`src/rtl/sdram_seq_pkg.sv`:
```
package sdram_seq_pkg;

  typedef enum logic [1:0] {
    CMD_NOP,
    CMD_PRE,
    CMD_REF,
    CMD_MRS
  } cmdKind_t;

  typedef enum logic [1:0] {
    GAP_RP,
    GAP_RC,
    GAP_MRD
  } gapKind_t;

  typedef enum logic [2:0] {
    ST_POWER,
    ST_PRE_GAP,
    ST_INIT_GAP,
    ST_MRS_GAP,
    ST_IDLE,
    ST_REF_GAP
  } seqState_t;

  typedef struct packed {
    cmdKind_t cmd;
    logic     loadGap;
    gapKind_t gap;
    logic     takeRef;
    logic     goReady;
  } strobe_t;

  // {CS#, RAS#, CAS#, WE#}
  function automatic logic [3:0] cmdPins(input cmdKind_t kind);
    logic [3:0] pins;
    case (kind)
      CMD_PRE: pins = 4'b0010;
      CMD_REF: pins = 4'b0001;
      CMD_MRS: pins = 4'b0000;
      default: pins = 4'b0111;
    endcase
    return pins;
  endfunction

endpackage

```
`src/rtl/seqCtrl.sv`:
```
module seqCtrl
  import sdram_seq_pkg::*;
#(
  parameter int INIT_REFS = 2
) (
  input  logic    clk,
  input  logic    rstN,
  input  logic    grantIn,
  input  logic    waitZero,
  input  logic    owedNz,
  output strobe_t strobe,
  output logic    reqOut
);

  localparam int CNT_W = $clog2(INIT_REFS + 1);
  localparam logic [CNT_W-1:0] REFS_TARGET = CNT_W'(INIT_REFS);

  seqState_t state, stateNext;
  logic [CNT_W-1:0] refsDone, refsDoneNext;

  always_ff @(posedge clk or negedge rstN) begin
    if (!rstN) begin
      state    <= ST_POWER;
      refsDone <= '0;
    end else begin
      state    <= stateNext;
      refsDone <= refsDoneNext;
    end
  end

  assign reqOut = (state == ST_IDLE) && owedNz;

  always_comb begin
    stateNext    = state;
    refsDoneNext = refsDone;
    strobe       = '{cmd: CMD_NOP, loadGap: 1'b0, gap: GAP_RP, takeRef: 1'b0, goReady: 1'b0};
    case (state)
      ST_POWER: begin
        if (waitZero) begin
          strobe.cmd     = CMD_PRE;
          strobe.loadGap = 1'b1;
          strobe.gap     = GAP_RP;
          stateNext      = ST_PRE_GAP;
        end
      end
      ST_PRE_GAP: begin
        if (waitZero) begin
          strobe.cmd     = CMD_REF;
          strobe.loadGap = 1'b1;
          strobe.gap     = GAP_RC;
          refsDoneNext   = CNT_W'(1);
          stateNext      = ST_INIT_GAP;
        end
      end
      ST_INIT_GAP: begin
        if (waitZero) begin
          strobe.loadGap = 1'b1;
          if (refsDone >= REFS_TARGET) begin
            strobe.cmd = CMD_MRS;
            strobe.gap = GAP_MRD;
            stateNext  = ST_MRS_GAP;
          end else begin
            strobe.cmd   = CMD_REF;
            strobe.gap   = GAP_RC;
            refsDoneNext = refsDone + 1'b1;
          end
        end
      end
      ST_MRS_GAP: begin
        if (waitZero) begin
          strobe.goReady = 1'b1;
          stateNext      = ST_IDLE;
        end
      end
      ST_IDLE: begin
        if (owedNz && grantIn) begin
          strobe.cmd     = CMD_REF;
          strobe.loadGap = 1'b1;
          strobe.gap     = GAP_RC;
          strobe.takeRef = 1'b1;
          stateNext      = ST_REF_GAP;
        end
      end
      ST_REF_GAP: begin
        if (waitZero) stateNext = ST_IDLE;
      end
      default: stateNext = ST_POWER;
    endcase
  end

endmodule

```
`src/rtl/seqDatapath.sv`:
```
module seqDatapath
  import sdram_seq_pkg::*;
#(
  parameter int POWERUP_CLKS = 20000,
  parameter int T_RP         = 3,
  parameter int T_RC         = 9,
  parameter int T_MRD        = 2,
  parameter int REFRESH_CLKS = 1560,
  parameter int MAX_OWED     = 8,
  parameter int OWED_W       = 4,
  parameter int ADDR_W       = 11,
  parameter int BA_W         = 1,
  parameter int AP_BIT       = 10,
  parameter logic [ADDR_W-1:0] MODE_WORD = '0
) (
  input  logic              clk,
  input  logic              rstN,
  input  strobe_t           strobe,
  output logic              waitZero,
  output logic              owedNz,
  output logic [OWED_W-1:0] owedCount,
  output logic              readyFlag,
  output logic [3:0]        cmdBits,
  output logic [BA_W-1:0]   baBits,
  output logic [ADDR_W-1:0] addrBits
);

  localparam int WAIT_MAX = (POWERUP_CLKS > T_RC) ? POWERUP_CLKS : T_RC;
  localparam int WAIT_W   = $clog2(WAIT_MAX + 1);
  localparam int IV_W     = $clog2(REFRESH_CLKS + 1);
  localparam logic [WAIT_W-1:0] LOAD_POWER = WAIT_W'(POWERUP_CLKS - 1);
  localparam logic [WAIT_W-1:0] LOAD_RP    = WAIT_W'(T_RP - 1);
  localparam logic [WAIT_W-1:0] LOAD_RC    = WAIT_W'(T_RC - 1);
  localparam logic [WAIT_W-1:0] LOAD_MRD   = WAIT_W'(T_MRD - 1);
  localparam logic [IV_W-1:0]   LOAD_IV    = IV_W'(REFRESH_CLKS - 1);
  localparam logic [OWED_W-1:0] OWED_TOP   = OWED_W'(MAX_OWED);
  localparam logic [ADDR_W-1:0] AP_WORD    = ADDR_W'(1) << AP_BIT;

  logic [WAIT_W-1:0] waitCnt;
  logic [WAIT_W-1:0] gapLoad;
  logic [IV_W-1:0]   ivCnt;
  logic              ivTick;

  // gap countdown between commands
  always_comb begin
    case (strobe.gap)
      GAP_RC:  gapLoad = LOAD_RC;
      GAP_MRD: gapLoad = LOAD_MRD;
      default: gapLoad = LOAD_RP;
    endcase
  end

  assign waitZero = (waitCnt == '0);

  always_ff @(posedge clk or negedge rstN) begin
    if (!rstN)              waitCnt <= LOAD_POWER;
    else if (strobe.loadGap) waitCnt <= gapLoad;
    else if (!waitZero)     waitCnt <= waitCnt - 1'b1;
  end

  // ready is sticky until reset
  always_ff @(posedge clk or negedge rstN) begin
    if (!rstN)              readyFlag <= 1'b0;
    else if (strobe.goReady) readyFlag <= 1'b1;
  end

  // refresh interval timer, runs only once ready
  assign ivTick = readyFlag && (ivCnt == '0);

  always_ff @(posedge clk or negedge rstN) begin
    if (!rstN)          ivCnt <= LOAD_IV;
    else if (readyFlag) ivCnt <= ivTick ? LOAD_IV : ivCnt - 1'b1;
  end

  // owed refresh bookkeeping, saturating
  assign owedNz = (owedCount != '0);

  always_ff @(posedge clk or negedge rstN) begin
    if (!rstN) begin
      owedCount <= '0;
    end else if (strobe.takeRef) begin
      if (!ivTick) owedCount <= owedCount - 1'b1;
    end else if (ivTick && (owedCount != OWED_TOP)) begin
      owedCount <= owedCount + 1'b1;
    end
  end

  // registered command pins
  always_ff @(posedge clk or negedge rstN) begin
    if (!rstN) begin
      cmdBits  <= cmdPins(CMD_NOP);
      baBits   <= '0;
      addrBits <= '0;
    end else begin
      cmdBits <= cmdPins(strobe.cmd);
      baBits  <= '0;
      case (strobe.cmd)
        CMD_PRE: addrBits <= AP_WORD;
        CMD_MRS: addrBits <= MODE_WORD;
        default: addrBits <= '0;
      endcase
    end
  end

endmodule

```
`src/rtl/sdram_boot_refresh.sv`:
```
module sdram_boot_refresh
  import sdram_seq_pkg::*;
#(
  parameter int POWERUP_CLKS = 20000,
  parameter int T_RP         = 3,
  parameter int T_RC         = 9,
  parameter int T_MRD        = 2,
  parameter int INIT_REFS    = 2,
  parameter int REFRESH_CLKS = 1560,
  parameter int MAX_OWED     = 8,
  parameter int ADDR_W       = 11,
  parameter int BA_W         = 1,
  parameter logic [2:0] BURST_CODE = 3'b011,
  parameter logic       WRAP_INTLV = 1'b0,
  parameter logic [2:0] CAS_CODE   = 3'b011,
  parameter logic       BRSW       = 1'b0,
  localparam int OWED_W = $clog2(MAX_OWED + 1)
) (
  input  logic              clk,
  input  logic              rstN,
  input  logic              grantIn,
  output logic              reqOut,
  output logic              readyOut,
  output logic [OWED_W-1:0] owedOut,
  output logic              sdramCke,
  output logic              sdramCsN,
  output logic              sdramRasN,
  output logic              sdramCasN,
  output logic              sdramWeN,
  output logic              sdramDqm,
  output logic [BA_W-1:0]   sdramBa,
  output logic [ADDR_W-1:0] sdramAddr
);

  localparam logic [ADDR_W-1:0] MODE_WORD =
    {{(ADDR_W-10){1'b0}}, BRSW, 2'b00, CAS_CODE, WRAP_INTLV, BURST_CODE};

  strobe_t    strobe;
  logic       waitZero;
  logic       owedNz;
  logic [3:0] cmdBits;

  seqCtrl #(.INIT_REFS(INIT_REFS)) u_ctrl (
    .clk     (clk),
    .rstN    (rstN),
    .grantIn (grantIn),
    .waitZero(waitZero),
    .owedNz  (owedNz),
    .strobe  (strobe),
    .reqOut  (reqOut)
  );

  seqDatapath #(
    .POWERUP_CLKS(POWERUP_CLKS),
    .T_RP        (T_RP),
    .T_RC        (T_RC),
    .T_MRD       (T_MRD),
    .REFRESH_CLKS(REFRESH_CLKS),
    .MAX_OWED    (MAX_OWED),
    .OWED_W      (OWED_W),
    .ADDR_W      (ADDR_W),
    .BA_W        (BA_W),
    .AP_BIT      (10),
    .MODE_WORD   (MODE_WORD)
  ) u_dp (
    .clk      (clk),
    .rstN     (rstN),
    .strobe   (strobe),
    .waitZero (waitZero),
    .owedNz   (owedNz),
    .owedCount(owedOut),
    .readyFlag(readyOut),
    .cmdBits  (cmdBits),
    .baBits   (sdramBa),
    .addrBits (sdramAddr)
  );

  assign sdramCke = 1'b1;
  assign sdramDqm = ~readyOut;
  assign {sdramCsN, sdramRasN, sdramCasN, sdramWeN} = cmdBits;

endmodule

```
`config.mk`:
```
export PLATFORM = sky130hd
export DESIGN_NAME = sdram_boot_refresh
export DESIGN_NICKNAME = d
export VERILOG_FILES = /design/src/rtl/sdram_seq_pkg.sv /design/src/rtl/seqCtrl.sv /design/src/rtl/seqDatapath.sv /design/src/rtl/sdram_boot_refresh.sv
export SDC_FILE = /design/constraint.sdc
export NUM_CORES = 1
export LEC_CHECK = 0
export BUFFER_PORTS_ARGS = -buffer_cell sky130_fd_sc_hd__buf_4
export CORE_UTILIZATION = 63
export CTS_CLUSTER_SIZE = 40
export DETAILED_ROUTE_END_ITERATION = 10
export HOLD_SLACK_MARGIN = 0.03
export MAX_ROUTING_LAYER = met4
export PLACE_DENSITY = 0.85
export SLEW_MARGIN = 20
export SYNTH_ARGS = -nofsm -noshare
export SYNTH_HDL_FRONTEND = slang
export SYNTH_SLANG_ARGS = --single-unit
```
`constraint.sdc`:
```
create_clock -name clk -period 5.2 [get_ports clk]
set_input_delay 0.26 -clock clk [delete_from_list [all_inputs] [get_ports clk]]
set_output_delay 0.26 -clock clk [all_outputs]
set_load 0.05 [all_outputs]
```
==> results of run 1 <==
==> synthesized netlist by cell type, types with 2 or more instances <==
cell,number
sky130_fd_sc_hd__dfstp_2,18
sky130_fd_sc_hd__nor4b_1,3
sky130_fd_sc_hd__nor3_1,11
sky130_fd_sc_hd__nand2_1,16
sky130_fd_sc_hd__or3_1,2
sky130_fd_sc_hd__and3_1,4
sky130_fd_sc_hd__xnor2_1,13
sky130_fd_sc_hd__mux2_2,2
sky130_fd_sc_hd__buf_4,12
sky130_fd_sc_hd__dfrtp_1,23
sky130_fd_sc_hd__o41ai_1,2
sky130_fd_sc_hd__nand4_1,3
sky130_fd_sc_hd__nand2b_1,4
sky130_fd_sc_hd__nor4_1,7
sky130_fd_sc_hd__nor2_1,29
sky130_fd_sc_hd__o21ai_0,8
sky130_fd_sc_hd__nand3_1,2
sky130_fd_sc_hd__conb_1,2
sky130_fd_sc_hd__ha_1,9
sky130_fd_sc_hd__mux2i_1,2
sky130_fd_sc_hd__a21oi_1,14
sky130_fd_sc_hd__nor4_2,2
sky130_fd_sc_hd__clkbuf_1,3
sky130_fd_sc_hd__buf_2,2
sky130_fd_sc_hd__inv_1,11
sky130_fd_sc_hd__and4_1,2
sky130_fd_sc_hd__xor2_1,7
sky130_fd_sc_hd__or4_1,2
==> routing by layer <==
metal / GRT usage [%] / up-vias
li1: - / 857
met1: 34.13 / 865
met2: 43.09 / 84
met3: 5.072 / 19
met4: 14.49 / 0
met5: - / -
==> repair_timing <==
| item | CTS | global route |
|---|---|---|
| setup buffers | 0 | 0 |
| resized for setup | 0 | 0 |
| hold endpoints to repair | 23 | 0 |
| hold buffers | 1 | 0 |
==> stage by stage <==
stage | utilization (%) | total power, mW | hold slack (ps) | cells | setup slack, ps
floorplan | - | 0.7909 | -35.59 | 249 | 2597
CTS | 74.71 | 1.149 | 377.5 | 302 | 2564
detailed placement | 71.07 | 0.8846 | 262.5 | 293 | 2589
finish | 74.71 | 1.153 | 379.0 | 302 | 2506
global placement | 71.07 | 0.8649 | 259.3 | 293 | 2710
global route | 74.71 | 1.222 | 397.8 | 302 | 2195
==> state kept, by name, indices dropped and copies added (netlist names) <==
name	flops
u_dp.waitCnt	15
u_dp.cmdBits	3
u_dp.owedCount	4
u_ctrl.refsDone	2
u_dp.readyFlag	1
u_dp.ivCnt	11
u_ctrl.state	3
u_dp.addrBits	2
==> worst paths after layout <==
path / startpoint / depth (start not counted) / to / slack [ps]
worst min register to register: u_dp.waitCnt[2]$_DFFE_PN1P_ / 2 / u_dp.waitCnt[2]$_DFFE_PN1P_ / 540
worst max-delay path: u_dp.owedCount[1]$_DFFE_PN0P_ / 9 / u_dp.owedCount[3]$_DFFE_PN0P_ / 2510
min in group asynchronous: rstN / 2 / u_dp.owedCount[3]$_DFFE_PN0P_ / 470
worst min-delay path: grantIn / 3 / u_ctrl.state[0]$_DFFE_PN0P_ / 380
max in group asynchronous: rstN / 2 / u_dp.ivCnt[4]$_DFFE_PN1P_ / 4370
worst max register to register: u_dp.owedCount[1]$_DFFE_PN0P_ / 9 / u_dp.owedCount[3]$_DFFE_PN0P_ / 2510
==> cell type report <==
cell class / count / area, um^2
clock inverter: 1 / 30.03
timing repair buffer: 18 / 137.6
inverter: 11 / 41.29
tap: 46 / 57.56
fill: 241 / 877.1
sequential: 41 / 1049
clock buffer: 7 / 86.33
multi-input combinational: 178 / 1190
==> worst register-to-register path: cells and delay by family (launching register included) <==
family	cells	cell delay [ps]
compound gates	4	780
fa+ha+maj	1	310
buf+inv	1	150
flops	1	460
simple gates	3	880
==> cell families after synthesis <==
kind of cell,count (synthesis),share of synthesized area [%]
multiplexers,5,2.261
adder cells (fa/ha/maj),10,5.573
other,2,0.3156
buffers and inverters,30,7.045
XOR/XNOR,20,7.361
AO/OA/AOI/OAI,34,9.675
AND/OR/NAND/NOR,100,23.71
flip-flops,41,44.06
==> power breakdown <==
part | switching [mW] | total [mW] | internal, mW
sequential | 0.0997 | 0.518 | 0.418
combinational | 0.224 | 0.368 | 0.144
clock | 0.111 | 0.268 | 0.156
==> results_tabular.tex, run 1 <==
\begin{tabular}{lr}
\hline
Metric & Value \\
\hline
\multicolumn{2}{l}{\textbf{Route}} \\
\quad DRC errors left & 0 \\
\quad Number of DRC markers in iteration 0 & 167 \\
\quad Number of nets still failing antenna checks after routing & 0 \\
\quad Detail-routed net length per standard cell & 15.59 um \\
\quad Highest signal layer in the routed design & met4 \\
\quad Per-cell via count in the routed design & 6.043 \\
\quad Initial DRT Pass Iterations & 4 \\
\quad Routed length on met1 & 2021 um \\
\quad Sum of met3 wire segment lengths after detailed routing & 276 um \\
\quad DRT Wirelength & 4709 um \\
\quad Met2 Routed Length & 2249 um \\
\quad Total via count after detailed routing & 1825 \\
\multicolumn{2}{l}{\textbf{Place}} \\
\quad Placed Area & 0.002465 mm\^{}2 \\
\quad I/O Buffers & 17 \\
\quad GP Congestion & 0.8663 \\
\quad Half-perimeter wire length after detailed placement & 3170 um \\
\multicolumn{2}{l}{\textbf{Clock network}} \\
\quad CTS tree & done \\
\quad Cell at the root of the clock tree & sky130\_fd\_sc\_hd\_\_clkbuf\_8 \\
\quad CTS Buf Count & 5 \\
\quad Skew-Pair Late Insertion Delay & 310 ps \\
\quad Clock sink count & 41 \\
\quad Clock-pin slew reported for the worst setup and hold paths after clock tree synthesis & 80 ps \\
\quad Buffer levels on the longest clock path & 2 \\
\quad H-tree lvl count & 2 \\
\multicolumn{2}{l}{\textbf{Final layout}} \\
\quad Signed area change from the synthesized netlist to the final layout & 8.886\% \\
\quad Fin area & 0.002591 mm\^{}2 \\
\quad Diodes inserted & 0 \\
\quad Most common library cell in the layout ignoring fill and taps & sky130\_fd\_sc\_hd\_\_nor2\_1 \\
\quad Fraction of layout cells with a size suffix above 1 & 22.66\% \\
\quad Layout Nets & 268 \\
\quad Highest-count cells in the layout ignoring fill and taps & 29 x sky130\_fd\_sc\_hd\_\_nor2\_1, 23 x sky130\_fd\_sc\_hd\_\_dfrtp\_1, 18 x sky130\_fd\_sc\_hd\_\_dfstp\_2, 17 x sky130\_fd\_sc\_hd\_\_buf\_4, 16 x sky130\_fd\_sc\_hd\_\_nand2\_1 \\
\multicolumn{2}{l}{\textbf{Outcome}} \\
\quad Status & completed \\
\multicolumn{2}{l}{\textbf{Setup path}} \\
\quad Type of destination of the critical path & register \\
\quad Arrival time of the worst setup path & 2880 ps \\
\quad Biggest cell delay along the critical path & 590 ps \\
\quad Critical path launch point type & register \\
\quad Most frequent CP cell & sky130\_fd\_sc\_hd\_\_a21oi\_1 \\
\quad Peak fanout along the critical path & 6 \\
\quad Critical Path, Cell by Cell & or4\_1 > nand2\_2 > inv\_1 > ha\_1 > a21o\_1 > a21oi\_1 > nor3\_1 > a211oi\_1 > a21oi\_1 \\
\quad Critical path buffers and inverters & 1 \\
\quad Worst-path cell with the longest stage delay & sky130\_fd\_sc\_hd\_\_or4\_1 \\
\quad Required time of the critical path & 5390 ps \\
\quad Cell family with the largest share of critical-path delay & simple AND/OR/NAND/NOR gates \\
\quad Worst Path Class, Setup & register to register \\
\multicolumn{2}{l}{\textbf{Yosys}} \\
\quad FFs w/ async S/R, synth & 100.0\% \\
\quad Netlist cell types & 55 \\
\quad Number of instances in the synthesized netlist & 242 \\
\quad Synthesis-stage register bit count & 41 \\
\quad Post-synthesis area per instance & 9.834 um\^{}2 \\
\quad Synthesis warning total & 0 \\
\quad Cell area after synthesis & 0.002380 mm\^{}2 \\
\quad Sequential area share after synthesis & 44.06\% \\
\quad Most used flip-flop cell after synthesis & sky130\_fd\_sc\_hd\_\_dfrtp\_1 \\
\quad Cell types with the largest area share after synthesis & sky130\_fd\_sc\_hd\_\_dfrtp\_1 24\%, sky130\_fd\_sc\_hd\_\_dfstp\_2 20\%, sky130\_fd\_sc\_hd\_\_xnor2\_1 4.8\% \\
\quad Synth top area share & 24.19\% \\
\quad Biggest area consumer among synthesized cells & sky130\_fd\_sc\_hd\_\_dfrtp\_1 \\
\quad Number of flops mapped to enable cells by yosys & 0 \\
\multicolumn{2}{l}{\textbf{Floorplan}} \\
\quad Core area & 0.003468 mm\^{}2 \\
\quad Die Span X & 63.46 um \\
\quad Area of the die & 0.004027 mm\^{}2 \\
\quad Number of top-level design ports & 27 \\
\quad Effective utilization at floorplan & 68.61\% \\
\quad Die outline height & 63.46 um \\
\quad Number of rows created at floorplan & 21 \\
\multicolumn{2}{l}{\textbf{Timing}} \\
\quad Ratio of final minimum period to clock period & 51.82\% \\
\quad Worst-case clock skew & 8.220 ps \\
\quad RSZ-0062 raised after global routing & no \\
\quad Number of setup violations in the final report & 0 \\
\quad Final Hold Viols & 0 \\
\quad Max-slew headroom at the worst pin & 50.96\% \\
\quad Min Clock Period, post-route & 2694 ps \\
\quad Sum of negative setup slack & 0 ps \\
\quad Number of max-slew violations in the final report & 0 \\
\quad Maximum clock frequency & 0.3711 GHz \\
\quad Transition time of the tightest slew-check pin & 725.4 ps \\
\multicolumn{2}{l}{\textbf{Run}} \\
\quad Number of max-capacitance violations reported & 0 \\
\multicolumn{2}{l}{\textbf{Power and ir drop}} \\
\quad Leakage component of the power & 1.125 nW \\
\quad Pwr dens & 445.1 mW/mm\^{}2 \\
\quad Peak supply drop & 0.2507 mV \\
\multicolumn{2}{l}{\textbf{Global routing}} \\
\quad Vias in the first global route & 1759 \\
\quad Final global-route overflow total & 0 \\
\quad Overall global routing resource usage & 27.63\% \\
\quad Largest net degree at the start of global routing & 42 \\
\quad Wire length of the first global-routing pass & 8148 um \\
\quad Initial antenna violation count & 0 \\
\multicolumn{2}{l}{\textbf{Hold path}} \\
\quad Worst min path class & primary input to register \\
\hline
\end{tabular}
Note: power is estimated with default switching activity, not from simulation.
==> run 2: changes to the inputs <==
- ABC_AREA: not set -> 1
- CORE_UTILIZATION: 63 -> 59
- PLACE_DENSITY: 0.85 -> 0.8
- clock period: 5.2 -> 2.8 ns (I/O delays scaled with it)
==> results_tabular.tex, run 2 <==
\begin{tabular}{lr}
\hline
Metric & Value \\
\hline
\multicolumn{2}{l}{\textbf{Setup path}} \\
\quad Biggest cell delay along the critical path & 520 ps (-70 ps) \\
\quad Type of destination of the critical path & register \\
\quad Required time of the critical path & 3030 ps (-2360 ps) \\
\quad Critical Path, Cell by Cell & inv\_1 > ha\_1 > nand3\_1 > nor2\_1 > nand2\_1 > o21ai\_1 > a21oi\_1 > inv\_1 > ha\_1 > inv\_1 > nand2\_1 > nand2\_1 > nand2\_1 \\
\quad Arrival time of the worst setup path & 2370 ps (-510 ps) \\
\quad Worst-path cell with the longest stage delay & sky130\_fd\_sc\_hd\_\_dfstp\_2 \\
\quad Peak fanout along the critical path & 10 (+4) \\
\quad Critical path launch point type & register \\
\quad Worst Path Class, Setup & register to register \\
\quad Cell family with the largest share of critical-path delay & flip-flops \\
\quad Critical path buffers and inverters & 3 (+2) \\
\quad Most frequent CP cell & sky130\_fd\_sc\_hd\_\_nand2\_1 \\
\multicolumn{2}{l}{\textbf{Floorplan}} \\
\quad Area of the die & 0.004593 mm\^{}2 (+14\%) \\
\quad Effective utilization at floorplan & 62.46\% (-6.2 points) \\
\quad Die outline height & 67.78 um (+6.8\%) \\
\quad Core area & 0.004086 mm\^{}2 (+18\%) \\
\quad Number of rows created at floorplan & 23 (+9.5\%) \\
\quad Number of top-level design ports & 27 (unchanged) \\
\quad Die Span X & 67.78 um (+6.8\%) \\
\multicolumn{2}{l}{\textbf{Timing}} \\
\quad Transition time of the tightest slew-check pin & 503.5 ps (-221.9 ps) \\
\quad Number of max-slew violations in the final report & 0 (unchanged) \\
\quad Worst-case clock skew & 7.866 ps (-0.3544 ps) \\
\quad Maximum clock frequency & 0.4669 GHz (+26\%) \\
\quad Number of setup violations in the final report & 0 (unchanged) \\
\quad Worst slack on hold paths & 239.5 ps (-139.5 ps) \\
\quad RSZ-0062 raised after global routing & no \\
\quad Max-slew headroom at the worst pin & 66.43\% (+15 points) \\
\quad Final Hold Viols & 0 (unchanged) \\
\quad Min Clock Period, post-route & 2142 ps (-552.5 ps) \\
\quad Sum of negative setup slack & 0 ps (unchanged) \\
\quad Ratio of final minimum period to clock period & 76.50\% (+25 points) \\
\multicolumn{2}{l}{\textbf{Yosys}} \\
\quad Biggest area consumer among synthesized cells & sky130\_fd\_sc\_hd\_\_dfrtp\_1 \\
\quad Synth top area share & 22.55\% (-1.6 points) \\
\quad Cell types with the largest area share after synthesis & sky130\_fd\_sc\_hd\_\_dfrtp\_1 23\%, sky130\_fd\_sc\_hd\_\_dfstp\_2 19\%, sky130\_fd\_sc\_hd\_\_nand2\_1 9.0\% \\
\quad Post-synthesis area per instance & 7.688 um\^{}2 (-22\%) \\
\quad Synthesis warning total & 0 (unchanged) \\
\quad Synthesis-stage register bit count & 41 (unchanged) \\
\quad Number of instances in the synthesized netlist & 332 (+37\%) \\
\quad Sequential area share after synthesis & 41.08\% (-3.0 points) \\
\quad Netlist cell types & 37 (-33\%) \\
\quad Most used flip-flop cell after synthesis & sky130\_fd\_sc\_hd\_\_dfrtp\_1 \\
\quad Most frequent cell after synthesis & sky130\_fd\_sc\_hd\_\_nand2\_1 \\
\quad List of most frequent post-synthesis cells & 61 x sky130\_fd\_sc\_hd\_\_nand2\_1, 46 x sky130\_fd\_sc\_hd\_\_inv\_1, 46 x sky130\_fd\_sc\_hd\_\_nor2\_1, 23 x sky130\_fd\_sc\_hd\_\_dfrtp\_1, 21 x sky130\_fd\_sc\_hd\_\_nand3\_1 \\
\quad Number of flops mapped to enable cells by yosys & 0 (unchanged) \\
\quad FFs w/ async S/R, synth & 100.0\% (unchanged) \\
\quad Cell area after synthesis & 0.002552 mm\^{}2 (+7.3\%) \\
\multicolumn{2}{l}{\textbf{Global routing}} \\
\quad Initial antenna violation count & 0 (unchanged) \\
\quad Overall global routing resource usage & 24.11\% (-3.5 points) \\
\quad Largest net degree at the start of global routing & 42 (unchanged) \\
\quad Final global-route overflow total & 0 (unchanged) \\
\quad Vias in the first global route & 1831 (+4.1\%) \\
\quad Wire length of the first global-routing pass & 7935 um (-2.6\%) \\
\multicolumn{2}{l}{\textbf{Power and ir drop}} \\
\quad Net Sw Frac & 45.34\% (+7.6 points) \\
\quad NetSw & 1.204 mW (+180\%) \\
\quad Pwr dens & 955.3 mW/mm\^{}2 (+110\%) \\
\quad Peak supply drop & 0.7596 mV (+200\%) \\
\quad Clock power share & 16.1\% (-7.1 points) \\
\quad Leakage component of the power & 1.443 nW (+28\%) \\
\quad Internal power component & 1.451 mW (+100\%) \\
\quad Combinational Power Share & 48.5\% (+17 points) \\
\quad Part of the power in registers & 35.4\% (-9.5 points) \\
\multicolumn{2}{l}{\textbf{Route}} \\
\quad Number of DRC markers in iteration 0 & 112 (-33\%) \\
\quad Number of nets still failing antenna checks after routing & 0 (unchanged) \\
\quad Per-cell via count in the routed design & 5.037 (-17\%) \\
\quad DRT Wirelength & 4565 um (-3.1\%) \\
\quad DRC errors left & 0 (unchanged) \\
\quad Initial DRT Pass Iterations & 5 (+1) \\
\quad Total via count after detailed routing & 2025 (+11\%) \\
\quad Detail-routed net length per standard cell & 11.36 um (-27\%) \\
\multicolumn{2}{l}{\textbf{Clock network}} \\
\quad CTS tree & done \\
\quad CTS Buf Count & 5 (unchanged) \\
\quad Clock sink count & 41 (unchanged) \\
\quad Number of buffers inserted by post-CTS setup repair & 0 (unchanged) \\
\quad H-tree lvl count & 2 (unchanged) \\
\quad Clock-pin slew reported for the worst setup and hold paths after clock tree synthesis & 80 ps (about the same) \\
\quad Skew-Pair Late Insertion Delay & 300 ps (about the same) \\
\quad Cell at the root of the clock tree & sky130\_fd\_sc\_hd\_\_clkbuf\_8 \\
\quad Hold bufs inserted after CTS & 1 (unchanged) \\
\quad Buffer levels on the longest clock path & 2 (unchanged) \\
\quad \# resized after CTS & 0 (unchanged) \\
\multicolumn{2}{l}{\textbf{Final layout}} \\
\quad Largest registers ranked by flip-flop count & u\_dp.waitCnt x15, u\_dp.ivCnt x11, u\_dp.owedCount x4 \\
\quad Highest-count cells in the layout ignoring fill and taps & 61 x sky130\_fd\_sc\_hd\_\_nand2\_1, 46 x sky130\_fd\_sc\_hd\_\_inv\_1, 46 x sky130\_fd\_sc\_hd\_\_nor2\_1, 23 x sky130\_fd\_sc\_hd\_\_dfrtp\_1, 21 x sky130\_fd\_sc\_hd\_\_nand3\_1 \\
\quad Layout Nets & 364 (+36\%) \\
\quad Most common library cell in the layout ignoring fill and taps & sky130\_fd\_sc\_hd\_\_nand2\_1 \\
\quad Fillers & 341 (+41\%) \\
\quad Area taken by multi-input logic gates & 0.001207 mm\^{}2 (+1.5\%) \\
\quad Most flops, register & u\_dp.waitCnt \\
\quad Diodes inserted & 0 (unchanged) \\
\quad Sequential cell area & 0.001049 mm\^{}2 (unchanged) \\
\quad Signed area change from the synthesized netlist to the final layout & 8.873\% (about the same) \\
\quad Fraction of layout cells with a size suffix above 1 & 21.59\% (-1.1 points) \\
\quad Final core occ & 68.00\% (-6.7 points) \\
\quad Number of flip-flops under the largest register name & 15 (unchanged) \\
\multicolumn{2}{l}{\textbf{Run}} \\
\quad Number of max-capacitance violations reported & 0 (unchanged) \\
\multicolumn{2}{l}{\textbf{Hold path}} \\
\quad Worst min path class & primary input to register \\
\multicolumn{2}{l}{\textbf{Place}} \\
\quad I/O Buffers & 17 (unchanged) \\
\quad GP Congestion & 0.9385 (+8.3\%) \\
\quad Half-perimeter wire length after detailed placement & 3464 um (+9.3\%) \\
\multicolumn{2}{l}{\textbf{Outcome}} \\
\quad Status & completed \\
\hline
\end{tabular}
==> run 2: cell type report <==
type	instances	share of cell area [%]
timing repair buffer	19	5.223
clock buffer	7	3.467
sequential	41	37.73
clock inverter	1	0.1801
multi-input combinational	227	43.45
tap	50	2.251
inverter	57	7.699
==> run 2: path summary, 6_finish.rpt <==
check,slack [ps],endpoint,depth (start not counted),start
max,660,u_dp.waitCnt[1]$_DFFE_PN1P_,13,u_dp.waitCnt[0]$_DFFE_PN1P_
min,240,u_dp.cmdBits[2]$_DFF_PN1_,4,grantIn
max reg2reg,660,u_dp.waitCnt[1]$_DFFE_PN1P_,13,u_dp.waitCnt[0]$_DFFE_PN1P_
min reg2reg,470,u_dp.ivCnt[5]$_DFFE_PN0P_,1,u_dp.ivCnt[5]$_DFFE_PN0P_
max in group asynchronous,2080,u_dp.cmdBits[0]$_DFF_PN1_,2,rstN
min in group asynchronous,350,u_dp.ivCnt[7]$_DFFE_PN0P_,2,rstN
==> run 2: power by group through the flow <==
stage / Sequential (mW) / Combinational [mW] / Clock [mW]
finish: 0.941 / 1.29 / 0.427
global route: 0.959 / 1.47 / 0.461
CTS: 0.940 / 1.29 / 0.436
detailed placement: 0.951 / 1.29 / 0
global placement: 0.946 / 1.26 / 0
floorplan: 1.05 / 0.928 / 0
==> run 2: stage by stage <==
stage | setup slack (ps) | instances | instance area [um^2] | power, mW
floorplan | 730.9 | 339 | 2579 | 1.977
global placement | 798.5 | 393 | 2668 | 2.205
detailed placement | 682.3 | 393 | 2668 | 2.236
CTS | 669.7 | 402 | 2779 | 2.668
global route | 479.4 | 402 | 2779 | 2.889
finish | 658.1 | 402 | 2779 | 2.655
==> run 2: cell families (layout without fill, tap and decap cells) <==
| kind of cell | after synthesis | after routing | synth area share [%] |
|---|---|---|---|
| flip-flops | 41 | 41 | 41.08 |
| AND/OR/NAND/NOR | 161 | 161 | 29.36 |
| adder cells (fa/ha/maj) | 10 | 10 | 5.196 |
| AO/OA/AOI/OAI | 39 | 39 | 8.676 |
| buffers and inverters | 71 | 84 | 12.65 |
| other | 2 | 9 | 0.2942 |
| XOR/XNOR | 8 | 8 | 2.745 |
==> run 2: routing by layer <==
metal	vias to the layer above	track usage, %	part of all wire, %	routed length (um)
li1	1062	-	-	-
met1	910	30.31	47	2159
met2	42	36.88	46	2103
met3	11	5.405	3.8	174
met4	0	10.94	2.8	127
met5	-	-	0	0
==> run 2: worst min-delay path, cell delays in order <==
cell,delay (ps)
sky130_fd_sc_hd__buf_4,100
sky130_fd_sc_hd__nand3_4,110
sky130_fd_sc_hd__nand2_2,110
sky130_fd_sc_hd__nor2_2,70
